File: config.mk
export PLATFORM = sky130hd
export DESIGN_NAME = load_use_hazard
export DESIGN_NICKNAME = d
export VERILOG_FILES = /design/src/rtl/hazard_pkg.sv /design/src/rtl/hazard_src_match.sv /design/src/rtl/hazard_stall_gen.sv /design/src/rtl/load_use_hazard.sv
export SDC_FILE = /design/constraint.sdc
export NUM_CORES = 1
export LEC_CHECK = 0
export BUFFER_PORTS_ARGS = -buffer_cell sky130_fd_sc_hd__buf_2
export CORE_AREA = 4 4 41 43
export DETAILED_ROUTE_END_ITERATION = 12
export DIE_AREA = 0 0 45 47
export GPL_ROUTABILITY_DRIVEN = 1
export PLACE_DENSITY = 0.45
export SYNTH_ARGS = -nofsm -noshare
export SYNTH_HDL_FRONTEND = slang
export SYNTH_SLANG_ARGS = --single-unit
File: constraint.sdc
create_clock -name vclk -period 3.1
set_clock_uncertainty 0.2 [all_clocks]
set_input_delay 0.31 -clock vclk [all_inputs]
set_output_delay 0.31 -clock vclk [all_outputs]
set_load 0.005 [all_outputs]
File: src/rtl/hazard_pkg.sv
package hazard_pkg;

    // Control outputs towards the front end and the bubble mux
    typedef struct packed {
        logic pc_write_en;
        logic ifid_write_en;
        logic bubble_sel;
    } stall_ctl_t;

    localparam stall_ctl_t FLOW_CTL  = '{pc_write_en: 1'b1, ifid_write_en: 1'b1, bubble_sel: 1'b0};
    localparam stall_ctl_t FREEZE_CTL = '{pc_write_en: 1'b0, ifid_write_en: 1'b0, bubble_sel: 1'b1};

endpackage

File: src/rtl/hazard_src_match.sv
module hazard_src_match #(
    parameter int REG_W        = 5,
    parameter bit ZERO_IS_CONST = 1'b1
) (
    input  logic [REG_W-1:0] src,
    input  logic             src_used,
    input  logic [REG_W-1:0] producer_dst,
    input  logic             producer_is_load,
    output logic             hit
);
    logic dst_live;
    logic hit_d;

    generate
        if (ZERO_IS_CONST) begin : g_zero_const
            assign dst_live = producer_is_load && (producer_dst != '0);
        end else begin : g_zero_plain
            assign dst_live = producer_is_load;
        end
    endgenerate

    always_comb begin
        hit_d = src_used && dst_live && (src == producer_dst);
    end

    assign hit = hit_d;

endmodule

File: src/rtl/hazard_stall_gen.sv
module hazard_stall_gen
    import hazard_pkg::*;
#(
    parameter int NUM_SRC = 2
) (
    input  logic [NUM_SRC-1:0] src_hit,
    output stall_ctl_t         ctl
);
    stall_ctl_t ctl_d;

    always_comb begin
        ctl_d = FLOW_CTL;
        if (|src_hit) begin
            ctl_d = FREEZE_CTL;
        end
    end

    assign ctl = ctl_d;

endmodule

File: src/rtl/load_use_hazard.sv
module load_use_hazard
    import hazard_pkg::*;
#(
    parameter int REG_W   = 5,
    parameter int NUM_SRC = 2
) (
    input  logic [NUM_SRC-1:0][REG_W-1:0] id_src,
    input  logic [NUM_SRC-1:0]            id_src_used,
    input  logic [REG_W-1:0]              ex_dst,
    input  logic                          ex_reg_write,
    input  logic                          ex_mem_read,
    output logic                          pc_write_en,
    output logic                          ifid_write_en,
    output logic                          bubble_sel
);
    logic                ex_is_load_d;
    logic [NUM_SRC-1:0]  src_hit;
    stall_ctl_t          ctl;

    // A producer only matters if it is a load that writes a register
    always_comb begin
        ex_is_load_d = ex_reg_write && ex_mem_read;
    end

    generate
        for (genvar g = 0; g < NUM_SRC; g++) begin : g_src
            hazard_src_match #(
                .REG_W         (REG_W),
                .ZERO_IS_CONST (1'b1)
            ) match_i (
                .src              (id_src[g]),
                .src_used         (id_src_used[g]),
                .producer_dst     (ex_dst),
                .producer_is_load (ex_is_load_d),
                .hit              (src_hit[g])
            );
        end
    endgenerate

    hazard_stall_gen #(
        .NUM_SRC (NUM_SRC)
    ) stall_i (
        .src_hit (src_hit),
        .ctl     (ctl)
    );

    assign pc_write_en   = ctl.pc_write_en;
    assign ifid_write_en = ctl.ifid_write_en;
    assign bubble_sel    = ctl.bubble_sel;

endmodule

==> results.json <==
{
  "final-hold-violation-count": 0,
  "slew_headroom_pct": 83.1,
  "grt_usage_pct": 4.41,
  "finalSetupViolCount": 0,
  "slowest_delay_ns": 0.53,
  "postCtsSetupBuffers": 0,
  "synth_area_leaders": "xor2_1 46%, xnor2_1 11%, nor4_1 8.1%",
  "num-fill-cells": 153,
  "drt-initial-drc-count": 1,
  "crit_type": "primary input to primary output",
  "tightest_slew_ns": 0.251,
  "hold_buffers": 0,
  "synth_most_common_cell": "xor2_1",
  "grt_max_degree": 4,
  "final_max_slew_viol_count": 0,
  "cp.arrival_ns": 1.35,
  "synth_fa_ha_area_share_pct": 0,
  "drive_above_1_share_pct": 60.0,
  "yosys.area_share.simple_pct": 22.0,
  "cap_violations": 0,
  "seq_cell_count": 0,
  "grt_remaining_overflow": 0,
  "drcViolationCount": 0,
  "diodes": 0,
  "yosys.area.top_type_share_pct": 45.5,
  "fin_setup_tns_ns": 0,
  "stdcell_area_um2": 275,
  "fin_nets": 61,
  "worstPathCellList": "buf_2 -> or4_4 -> o211ai_2 -> a21o_1 -> buf_2",
  "routabilityCongestion": 0.618,
  "yosys-top-cells-count": "8 x xor2_1, 2 x nand3_1, 2 x nor4_1, 2 x xnor2_1",
  "synth_xor_area_share_pct": 56.9,
  "initial_core_util_pct": 11.8,
  "crit_required_ns": 2.59,
  "endpoint": "pc_write_en",
  "synthMuxAreaShare_pct": 0,
  "startpoint": "ex_dst[0]",
  "postRouteAntennaNets": 0,
  "fin_crit_sh_pct": 60.0,
  "portBuffers": 22,
  "num_vias": 201,
  "fmax_mhz": 537,
  "leakage_uw": 0.000133,
  "avgSynthCellArea_um2": 8.10,
  "die_y_um": 47,
  "yosysUniqueCellTypes": 9,
  "die_area_um2": 2120,
  "totalWireLength_um": 528,
  "seq_area_frac_synth_pct": 0,
  "critPathCaptureType": "primary output",
  "vias_per_cell": 3.65,
  "dr.pass1.iters": 4,
  "wire_per_inst_um": 9.60,
  "start_kind": "primary input",
  "ir_drop_uv": 32.9,
  "multi_input_area_um2": 146,
  "antenna_found_initial": 0,
  "pin_count": 22,
  "worst-path-max-fanout": 3,
  "p_per_area_nw_per_um2": 105,
  "rsz0062_at_grt": "no",
  "syn_nets": 38,
  "cts_resized": 0,
  "slowest_stage": "or4_4",
  "synthCells": 19,
  "min_period_ns": 1.86,
  "grt_pass1_vias": 187,
  "core-area_um2": 1300,
  "nClkBuffers": 0,
  "cp_common_cell": "buf_2",
  "hold_path.class": "primary input to primary output",
  "area_growth_pct": 78.9,
  "row_count": 13,
  "place_area_um2": 275,
  "syn_area_um2": 154,
  "outcome": "finished clean",
  "synth_top_family_by_area": "XOR/XNOR gates",
  "grt_pass1_wl_um": 724,
  "dieWidth_um": 45,
  "yosysTopAreaCell": "xor2_1",
  "synth_compound_area_share_pct": 16.3,
  "seqCellArea_um2": 0,
  "yosys_warnings": 0
}
==> metrics by stage <==
| stage | total power, µW | utilization [%] | instances | hold slack (ns) | setup WS (ns) |
|---|---|---|---|---|---|
| 2_1_floorplan | 11.8 | - | 19 | 0.511 | 1.38 |
| 3_3_place_gp | 29.2 | 21.2 | 55 | 0.744 | 1.21 |
| 3_5_place_dp | 29.4 | 21.2 | 55 | 0.745 | 1.22 |
| 4_1_cts | 29.6 | 21.2 | 55 | 0.748 | 1.22 |
| 5_1_grt | 32.4 | 21.2 | 55 | 0.762 | 1.14 |
| 6_report | 28.9 | 21.2 | 55 | 0.741 | 1.24 |
==> critical path: cells and delay by family <==
kind            cells  cell delay, ns
compound gates      2            0.28
buf+inv             2            0.23
simple gates        1            0.53
==> worst min-delay path by stage <==
stage,cells after the start,start,end
after floorplan,2,ex_mem_read,bubble_sel
after global placement,4,ex_mem_read,bubble_sel
after detailed placement,4,ex_mem_read,bubble_sel
after CTS,4,ex_mem_read,bubble_sel
after global routing,4,ex_mem_read,bubble_sel
final,4,ex_mem_read,bubble_sel
==> report_power, final <==
group | total [µW] | switching (µW) | internal, µW
clock | 0 | 0 | 0
sequential | 0 | 0 | 0
combinational | 28.9 | 12.5 | 16.4
==> layout by cell type (no fill, tap or decap), drive strengths merged <==
cell type	instances
nor4	2
nand3	2
a21oi	1
o211ai	1
a21o	1
or4	1
buf	22
xnor2	2
xor2	8
==> final cells by class <==
| class | count | share of cell area, % |
|---|---|---|
| well taps | 15 | 6.82 |
| multi-input cells | 18 | 53.2 |
| repair buffers | 22 | 40.0 |
==> routing by layer <==
| metal | global-route usage, % | routed length, µm | vias to the layer above |
|---|---|---|---|
| met5 | 0 | 0 | - |
| met4 | 0 | 0 | 0 |
| met3 | 0.383 | 74 | 0 |
| met2 | 7.34 | 213 | 13 |
| met1 | 6.52 | 240 | 77 |
| li1 | - | - | 111 |
==> cell families after synthesis <==
group | after synthesis
buffers and inverters | 1
xor gates and xnor gates | 10
AOI/OAI and AO/OA | 3
and+or+nand+nor | 5
No activity file was read; power rests on OpenSTA's default activity.
